File: config.mk
export PLATFORM = sky130hd
export DESIGN_NAME = sirq_slave
export DESIGN_NICKNAME = d
export VERILOG_FILES = /design/src/rtl/sirq_pkg.sv /design/src/rtl/sirq_src_gate.sv /design/src/rtl/sirq_frame_map.sv /design/src/rtl/sirq_cycle_fsm.sv /design/src/rtl/sirq_slave.sv
export SDC_FILE = /design/constraint.sdc
export NUM_CORES = 1
export LEC_CHECK = 0
export CAP_MARGIN = 20
export CELL_PAD_IN_SITES_DETAIL_PLACEMENT = 1
export CELL_PAD_IN_SITES_GLOBAL_PLACEMENT = 1
export CORE_UTILIZATION = 42
export DETAILED_ROUTE_END_ITERATION = 8
export PLACE_DENSITY_LB_ADDON = 0.1
export SYNTH_ARGS = -nofsm -noshare
export SYNTH_HDL_FRONTEND = slang
export SYNTH_SLANG_ARGS = --single-unit
File: constraint.sdc
create_clock -name clk -period 4.9 [get_ports clk]
set_input_delay 0.735 -clock clk [delete_from_list [all_inputs] [get_ports clk]]
set_output_delay 0.735 -clock clk [all_outputs]
set_load 0.02 [all_outputs]
File: src/rtl/sirq_pkg.sv
package sirq_pkg;
    localparam int NUM_SRC    = 5;
    localparam int NUM_FRAMES = 17;
    localparam int STOP_QUIET = 2;
    localparam int STOP_CONT  = 3;

    typedef enum logic [2:0] {
        ST_IDLE,
        ST_REQ,
        ST_START,
        ST_SAMPLE,
        ST_RECOVER,
        ST_TURN,
        ST_STOP,
        ST_STOP_LOW
    } sirq_state_e;
endpackage

File: src/rtl/sirq_src_gate.sv
module sirq_src_gate #(
    parameter int N = 5
) (
    input  logic         clk,
    input  logic         rst_n,
    input  logic         sw_rst,
    input  logic [N-1:0] host_en,
    input  logic [N-1:0] obf,
    input  logic         direct_mode,
    input  logic         req_any_clear,
    input  logic         start_seen,
    output logic [N-1:0] gated,
    output logic         pending
);
    logic [N-1:0] prev;
    logic         rise, fall_any, fall_all, req_evt;

    always_comb begin
        gated    = host_en & (obf | {N{direct_mode}});
        rise     = |(gated & ~prev);
        fall_any = |(prev & ~gated);
        fall_all = (|prev) && !(|gated);
        req_evt  = rise || (req_any_clear ? fall_any : fall_all);
    end

    always_ff @(posedge clk or negedge rst_n) begin
        if (!rst_n) begin
            prev    <= '0;
            pending <= 1'b0;
        end else if (sw_rst) begin
            prev    <= gated;
            pending <= 1'b0;
        end else begin
            prev <= gated;
            if (req_evt)
                pending <= 1'b1;
            else if (start_seen)
                pending <= 1'b0;
        end
    end

    // a newly active source leaves a request behind
    p_rise_pends_r9: assert property (@(posedge clk) disable iff (!rst_n)
        (rise && !sw_rst) |=> pending);
    // soft reset withdraws any request
    p_swrst_clears_r7: assert property (@(posedge clk) disable iff (!rst_n)
        sw_rst |=> !pending);
endmodule

File: src/rtl/sirq_frame_map.sv
module sirq_frame_map #(
    parameter int N  = 5,
    parameter int FW = 5,
    parameter logic [N-1:0][7:0] SRC_FRAME = {8'd11, 8'd10, 8'd9, 8'd6, 8'd2}
) (
    input  logic [FW-1:0] frame,
    input  logic [N-1:0]  gated,
    output logic          owned,
    output logic          active
);
    logic [N-1:0] hit;

    for (genvar i = 0; i < N; i++) begin : g_slot
        assign hit[i] = (int'(frame) == int'(SRC_FRAME[i]));
    end

    assign owned  = |hit;
    assign active = |(hit & gated);
endmodule

File: src/rtl/sirq_cycle_fsm.sv
module sirq_cycle_fsm
    import sirq_pkg::*;
#(
    parameter int NFRM = 17,
    parameter int FW   = 5
) (
    input  logic          clk,
    input  logic          rst_n,
    input  logic          sw_rst,
    input  logic          line_in,
    input  logic          pending,
    input  logic          owned,
    input  logic          active,
    output logic [FW-1:0] frame,
    output logic          quiet,
    output logic          start_seen,
    output logic          drive_en,
    output logic          drive_val
);
    localparam logic [FW-1:0] LAST = FW'(NFRM - 1);
    localparam int CW = 3;

    sirq_state_e state, nstate;
    logic [CW-1:0] low_cnt;

    always_ff @(posedge clk or negedge rst_n) begin
        if (!rst_n)      state <= ST_IDLE;
        else if (sw_rst) state <= ST_IDLE;
        else             state <= nstate;
    end

    always_comb begin
        nstate = state;
        unique case (state)
            ST_IDLE:     if (!line_in) nstate = ST_START;
                         else if (quiet && pending) nstate = ST_REQ;
            ST_REQ:      nstate = ST_START;
            ST_START:    if (line_in) nstate = ST_SAMPLE;
            ST_SAMPLE:   nstate = ST_RECOVER;
            ST_RECOVER:  nstate = ST_TURN;
            ST_TURN:     nstate = (frame == LAST) ? ST_STOP : ST_SAMPLE;
            ST_STOP:     if (!line_in) nstate = ST_STOP_LOW;
            ST_STOP_LOW: if (line_in) nstate = ST_IDLE;
            default:     nstate = ST_IDLE;
        endcase
    end

    always_ff @(posedge clk or negedge rst_n) begin
        if (!rst_n) begin
            frame   <= '0;
            low_cnt <= '0;
            quiet   <= 1'b0;
        end else if (sw_rst) begin
            frame   <= '0;
            low_cnt <= '0;
            quiet   <= 1'b0;
        end else begin
            if (state == ST_START)
                frame <= '0;
            else if (state == ST_TURN && frame != LAST)
                frame <= frame + 1'b1;
            if (state == ST_STOP && !line_in)
                low_cnt <= CW'(1);
            else if (state == ST_STOP_LOW && !line_in && low_cnt != '1)
                low_cnt <= low_cnt + 1'b1;
            if (state == ST_STOP_LOW && line_in) begin
                if (low_cnt == CW'(STOP_QUIET))     quiet <= 1'b1;
                else if (low_cnt == CW'(STOP_CONT)) quiet <= 1'b0;
            end
        end
    end

    always_comb begin
        drive_en   = 1'b0;
        drive_val  = 1'b1;
        start_seen = 1'b0;
        unique case (state)
            ST_REQ:     begin drive_en = 1'b1; drive_val = 1'b0; end
            ST_START:   start_seen = 1'b1;
            ST_SAMPLE:  if (owned && !active) begin
                            drive_en = 1'b1; drive_val = 1'b0;
                        end
            ST_RECOVER: if (owned) begin
                            drive_en = 1'b1; drive_val = 1'b1;
                        end
            default:    ;
        endcase
    end

    // a request pulse lasts one clock
    p_req_single_r9: assert property (@(posedge clk) disable iff (!rst_n)
        (state == ST_REQ) |=> (state != ST_REQ));
    // turnaround clock is always released
    p_turn_release_r3: assert property (@(posedge clk) disable iff (!rst_n)
        (state == ST_TURN) |-> !drive_en);
    // the mode flag moves only at the end of a stop pulse or by soft reset
    p_mode_at_stop_r6: assert property (@(posedge clk) disable iff (!rst_n)
        (!$stable(quiet) && !$past(sw_rst)) |-> ($past(state) == ST_STOP_LOW));
    // continuous mode leaves the idle line alone
    p_cont_idle_r8: assert property (@(posedge clk) disable iff (!rst_n)
        (state == ST_IDLE && !quiet) |-> !drive_en);
endmodule

File: src/rtl/sirq_slave.sv
module sirq_slave
    import sirq_pkg::*;
#(
    parameter int N    = NUM_SRC,
    parameter int NFRM = NUM_FRAMES,
    parameter logic [N-1:0][7:0] SRC_FRAME = {8'd11, 8'd10, 8'd9, 8'd6, 8'd2}
) (
    input  logic         clk,
    input  logic         rst_n,
    input  logic         sw_rst,
    input  logic         sirq_in,
    output logic         sirq_oe,
    output logic         sirq_out,
    input  logic [N-1:0] host_en,
    input  logic [N-1:0] obf,
    input  logic         direct_mode,
    input  logic         req_any_clear,
    output logic         quiet_mode
);
    localparam int FW = $clog2(NFRM);

    logic [N-1:0]  gated;
    logic          pending, start_seen, owned, active;
    logic [FW-1:0] frame;

    sirq_src_gate #(.N(N)) u_gate (
        .clk           (clk),
        .rst_n         (rst_n),
        .sw_rst        (sw_rst),
        .host_en       (host_en),
        .obf           (obf),
        .direct_mode   (direct_mode),
        .req_any_clear (req_any_clear),
        .start_seen    (start_seen),
        .gated         (gated),
        .pending       (pending)
    );

    sirq_frame_map #(.N(N), .FW(FW), .SRC_FRAME(SRC_FRAME)) u_map (
        .frame  (frame),
        .gated  (gated),
        .owned  (owned),
        .active (active)
    );

    sirq_cycle_fsm #(.NFRM(NFRM), .FW(FW)) u_fsm (
        .clk        (clk),
        .rst_n      (rst_n),
        .sw_rst     (sw_rst),
        .line_in    (sirq_in),
        .pending    (pending),
        .owned      (owned),
        .active     (active),
        .frame      (frame),
        .quiet      (quiet_mode),
        .start_seen (start_seen),
        .drive_en   (sirq_oe),
        .drive_val  (sirq_out)
    );
endmodule

# Yosys cells after proc, flatten, opt, wreduce, memory -nomap -nowiden
# Index checks and enable logic that the tools add are counted.
# totals
reg_bits,18
input_bits,16
out_inout_bits,3
elab_cells,90
# op_classes
n_addsub,2
eq_ne,21
muxes,28
n_bitwise,7
n_reduce_logical,26
# op_table
operator,n
$mux W3,10
$reduce_or A5 Y1,6
$pmux W3 S8,1
$and A5 B5 Y5,4
$eq A5 B5 Y1 const B,4
$mux W5,3
$eq A3 B2 Y1 const B,4
$eq A3 B3 Y1 const B,4
$mux W1,12
$ne A3 B3 Y1 const B,4
$reduce_bool A3 Y1,4
$not A5 Y5,2
$logic_and A1 B1 Y1,8
$add A5 B1 Y5 const B,1
$eq A5 B3 Y1 const B,1
$eq A5 B4 Y1 const B,1
$ne A5 B5 Y1 const B,1
$or A5 B5 Y5,1
$ne A4 B3 Y1 const B,1
$reduce_and A4 Y1,1
$add A3 B1 Y3 const B,1
$eq A3 B1 Y1 const B,1
$logic_not A1 Y1,3
$logic_not A3 Y1,1
other kinds (5),5

# Logic depth before layout (Yosys ltp)
# depth
depth_word,9
depth_mapped,7
ltp_nobuf,7

# By module
# A second synthesis with hierarchy kept.
# hier_totals
hier_cells,128
hier_area_um2,1134.8
# by_module_without_submodules
module,instances,cells_each,area_each_um2,seq_area_each_um2
sirq_cycle_fsm,1,90,795.8,300.3
sirq_src_gate,1,28,266.5,150.1
sirq_frame_map,1,10,72.6,0.0

# Worst setup path after synthesis
# Ideal clock, no wire load.
# synth_path
path_type,reg2out
from,register u_fsm.frame[0]
to,output port sirq_oe
arrival_ps,1767
required_ps,4165
slack_ps,2398
path_stages_with_launch,5
path_buffers,0
cell_sequence,dfrtp_1 ha_1 o21ai_2 a221o_1 o41ai_1
# synth_via
elab_chain_cells,7
elab_cells_between_ends,13
classes_between,5 x eq/ne; 3 x mux; 1 x bitwise; 4 x reduce/logical
# synth_lines
element,line,text
start: declaration,sirq_cycle_fsm.sv:14,"output logic [FW-1:0] frame,"
start signal: assignment,sirq_cycle_fsm.sv:61,frame <= frame + 1'b1;
"$eq A5 B3 Y1, or another cell as far along",sirq_frame_map.sv:14,assign hit[i] = (int'(frame) == int'(SRC_FRAME[i]));
$and A5 B5 Y5,sirq_frame_map.sv:18,assign active = |(hit & gated);
$reduce_or A5 Y1,sirq_frame_map.sv:18,
$logic_not A1 Y1,sirq_cycle_fsm.sv:80,ST_SAMPLE: if (owned && !active) begin
$logic_and A1 B1 Y1,sirq_cycle_fsm.sv:80,
$mux W1,sirq_cycle_fsm.sv:80,
$pmux W1 S3 *,sirq_cycle_fsm.sv:77,unique case (state)
end: declaration,sirq_slave.sv:12,"output logic sirq_oe,"
# Every way passes the cells marked *; elsewhere a longest branch is shown, timed or not.

# Final worst setup path
# layout_path
from,input port direct_mode
to,output port sirq_oe
# layout_via
elab_chain_cells,8
# layout_lines
element,line,text
start: declaration,sirq_slave.sv:16,"input logic direct_mode,"
$or A5 B5 Y5,sirq_src_gate.sv:19,gated = host_en & (obf | {N{direct_mode}});
$and A5 B5 Y5,sirq_src_gate.sv:19,
$and A5 B5 Y5,sirq_frame_map.sv:18,
$reduce_or A5 Y1,sirq_frame_map.sv:18,
$logic_not A1 Y1,sirq_cycle_fsm.sv:80,
$logic_and A1 B1 Y1,sirq_cycle_fsm.sv:80,
$mux W1,sirq_cycle_fsm.sv:80,
$pmux W1 S3,sirq_cycle_fsm.sv:77,
# Every way passes these cells.

==> out/qor.yml <==
clocking:
  cts-root-buf: "clkbuf_4"
  cts_resized: 0
  clock_latency_ns: 0.30
  tritoncts: "yes"
  cts_buffers: 3
  cts_setup_buffers: 0
  htreeDepth: 1
  hold_buffers: 0
  cts_max_path_buffers: 2
  clkTransAtPathRegs_ns: 0.11
  clock-sinks: 18
critical_path:
  crit_fanout: 5
  cpMaxStageDelayCell: "clkdlybuf4s50_1"
  r2r_setup_slack_ns: 3.14
  r2r_start: "u_fsm.low_cnt[0]"
  slowest_delay_ns: 0.67
  r2r_cells: 5
  crit_path_frequent_cell: "clkdlybuf4s50_1"
  regToRegEndpoint: "u_fsm.low_cnt[2]"
  critPathLaunchType: "input port"
  crit_path_end_kind: "output pin"
  worstPathRequired_ns: 4.16
  path_class: "input port to output pin"
  cp_cell_sequence: "clkdlybuf4s50_1, o21ai_1, mux2i_1, a31oi_2, o2111ai_2, o41ai_1, clkdlybuf4s50_1"
  arrival_ns: 2.82
worst_hold_path:
  hold_path_depth: 2
  hp-class: "flip-flop to flip-flop"
  worstHoldStart: "u_fsm.low_cnt[1]"
  min_to: "u_fsm.low_cnt[1]"
floorplan:
  die_x_um: 53.6
  dieArea_um2: 2870
  std_cell_rows: 18
  die_h_um: 53.6
  coreArea_um2: 2500
  start_util: 0.447
  ios: 19
layout:
  antenna_cells: 0
  area_growth_syn_to_layout_pct: 20.9
  multi_input_area_um2: 588
  drive_above_1_share: 0.0935
  fillers: 299
  nets: 164
  fin_area_um2: 1350
  final-seq-area_um2: 450
routing:
  routed_wirelength_um: 2630
  num_vias: 947
  route.detailed.drc: 0
  ant_nets: 0
  avgRoutedWirePerCell_um: 15.6
  viasPerCell: 5.60
  first_pass_iters: 6
  drt_iter0_markers: 15
logic_synthesis:
  yosysWarnings: 0
  ys_ff_latch: 18
  syn_area_per_cell_um2: 9.32
  ys_types: 37
  ys_seq_area_frac: 0.403
  syn_area_um2: 1120
  syn_inst: 120
  syn_nets: 144
timing:
  layout_min_cycle_time_ns: 3.56
  fmax_ghz: 0.281
  relSlewSlack: 0.447
  worst_pin_slew_ns: 0.827
  slew_viol_final: 0
  period_share: 0.726
  fin_hold_ws_ns: 0.574
  finalClockSkew_ns: 0.000647
  tns_ns: 0
  setup_viol: 0
  hold_violations: 0
  rsz0062_at_grt: "no"
global_route:
  grt_max_degree: 19
  overflow: 0
  grt_pass1_vias: 961
  grtUsageTotal: 0.217
  grt_pass1_wl_um: 4350
  antenna_found_initial: 0
power:
  ir_worst_vdd_mv: 0.151
  powerDensity_nw_per_um2: 221
  p_total_mw: 0.300
  p_leak_nw: 0.572
placed_design:
  routabilityCongestion: 0.925
  portBuffers: 18
  place_hpwl_um: 2060
  placed_cell_area_um2: 1320
status:
  status: "complete, no violations"
run:
  maxCapViolCount: 0
-- layout make-up --
cell class | instances | area share
flip-flops and latches | 18 | 0.333
clock buffers | 4 | 0.0268
well taps | 30 | 0.0278
inverters | 16 | 0.0444
multi-input cells | 83 | 0.435
repair buffers | 18 | 0.133
-- where the power goes --
| part | internal (mW) | total [mW] | switching, mW | leakage, nW |
|---|---|---|---|---|
| Clock | 0.0454 | 0.0949 | 0.0495 | 0.0210 |
| Combinational | 0.0214 | 0.0439 | 0.0225 | 0.312 |
| Sequential | 0.154 | 0.161 | 0.00715 | 0.239 |
| Total | 0.220 | 0.300 | 0.0792 | 0.572 |
-- registers in the layout, indices dropped and copies added, names as in the netlist --
register	count
u_gate.pending	1
u_fsm.quiet	1
u_fsm.state	3
u_fsm.low_cnt	3
u_gate.prev	5
u_fsm.frame	5
-- how the worst max path moves through the flow --
stage	start	end	slack [ns]	cells past startpoint
2_1_floorplan	u_fsm.frame[0]	sirq_oe	2.40	4
3_3_place_gp	direct_mode	sirq_oe	1.42	7
3_5_place_dp	direct_mode	sirq_oe	1.37	7
4_1_cts	direct_mode	sirq_oe	1.36	7
5_1_grt	direct_mode	sirq_oe	1.21	7
6_report	direct_mode	sirq_oe	1.34	7
-- synth_stat cells --
| cell type | number | share of area |
|---|---|---|
| a211oi_1 | 1 | 0.0067 |
| a21oi_1 | 1 | 0.0045 |
| a221o_1 | 1 | 0.0089 |
| a221oi_2 | 1 | 0.013 |
| a222oi_1 | 1 | 0.0089 |
| a22oi_1 | 1 | 0.0067 |
| a31oi_1 | 1 | 0.0056 |
| a31oi_2 | 1 | 0.011 |
| a32oi_1 | 2 | 0.016 |
| and3_1 | 2 | 0.011 |
| buf_2 | 1 | 0.0045 |
| buf_4 | 2 | 0.013 |
| dfrtp_1 | 18 | 0.40 |
| ha_1 | 8 | 0.089 |
| inv_1 | 14 | 0.047 |
| inv_2 | 2 | 0.0067 |
| mux2_2 | 1 | 0.010 |
| mux2i_1 | 3 | 0.027 |
| nand2_1 | 7 | 0.023 |
| nand3_1 | 3 | 0.013 |
| nand4bb_1 | 1 | 0.010 |
| nor2_1 | 15 | 0.050 |
| nor2b_1 | 2 | 0.011 |
| nor3_1 | 5 | 0.022 |
| nor4_2 | 1 | 0.011 |
| nor4b_2 | 1 | 0.013 |
| o2111ai_2 | 1 | 0.013 |
| o21ai_0 | 3 | 0.013 |
| o21ai_1 | 7 | 0.031 |
| o21ai_2 | 1 | 0.0078 |
| o221ai_1 | 1 | 0.0078 |
| o22ai_1 | 3 | 0.017 |
| o31ai_1 | 2 | 0.013 |
| o41ai_1 | 1 | 0.0078 |
| or3b_1 | 1 | 0.0078 |
| xnor2_1 | 1 | 0.0078 |
| xor2_1 | 3 | 0.023 |
-- cell families after synthesis --
logic type	after synthesis	synth area share
xor+xnor	4	0.0313
fa+ha+maj	8	0.0895
mux	4	0.0369
buf+inv	19	0.0716
compound gates	29	0.194
flops	18	0.403
simple gates	38	0.174
-- metal layers --
| layer | track usage | share of wire | up-vias |
|---|---|---|---|
| met1 | 0.264 | 0.44 | 457 |
| met2 | 0.383 | 0.51 | 23 |
| met3 | 0.0254 | 0.028 | 6 |
| met5 | 0 | 0 | - |
| li1 | - | - | 461 |
| met4 | 0.0921 | 0.018 | 0 |
-- stage by stage --
stage | worst slack (ns) | std cells | util
floorplan | 2.40 | 120 | -
global placement | 1.42 | 165 | 0.527
detailed placement | 1.37 | 165 | 0.527
CTS | 1.36 | 169 | 0.541
global route | 1.21 | 169 | 0.541
finish | 1.34 | 169 | 0.541
-- placed cells by master (no fill, tap or decap), types with 3 or more instances in the layout --
master and n:
o21ai_1 7, ha_1 8, mux2i_1 3, nor2_1 15, o21ai_0 3, dfrtp_1 18, clkbuf_4 3, nor3_1 5
clkdlybuf4s50_1 18, inv_1 14, nand3_1 3, xor2_1 3, o22ai_1 3, nand2_1 7
-- worst max-delay path, delay by kind of cell --
family / cells / cell delay, ns
buffers and inverters: 2 / 1.14
AOI/OAI and AO/OA: 4 / 0.78
muxes: 1 / 0.16
(Power assumes the default switching activity.)
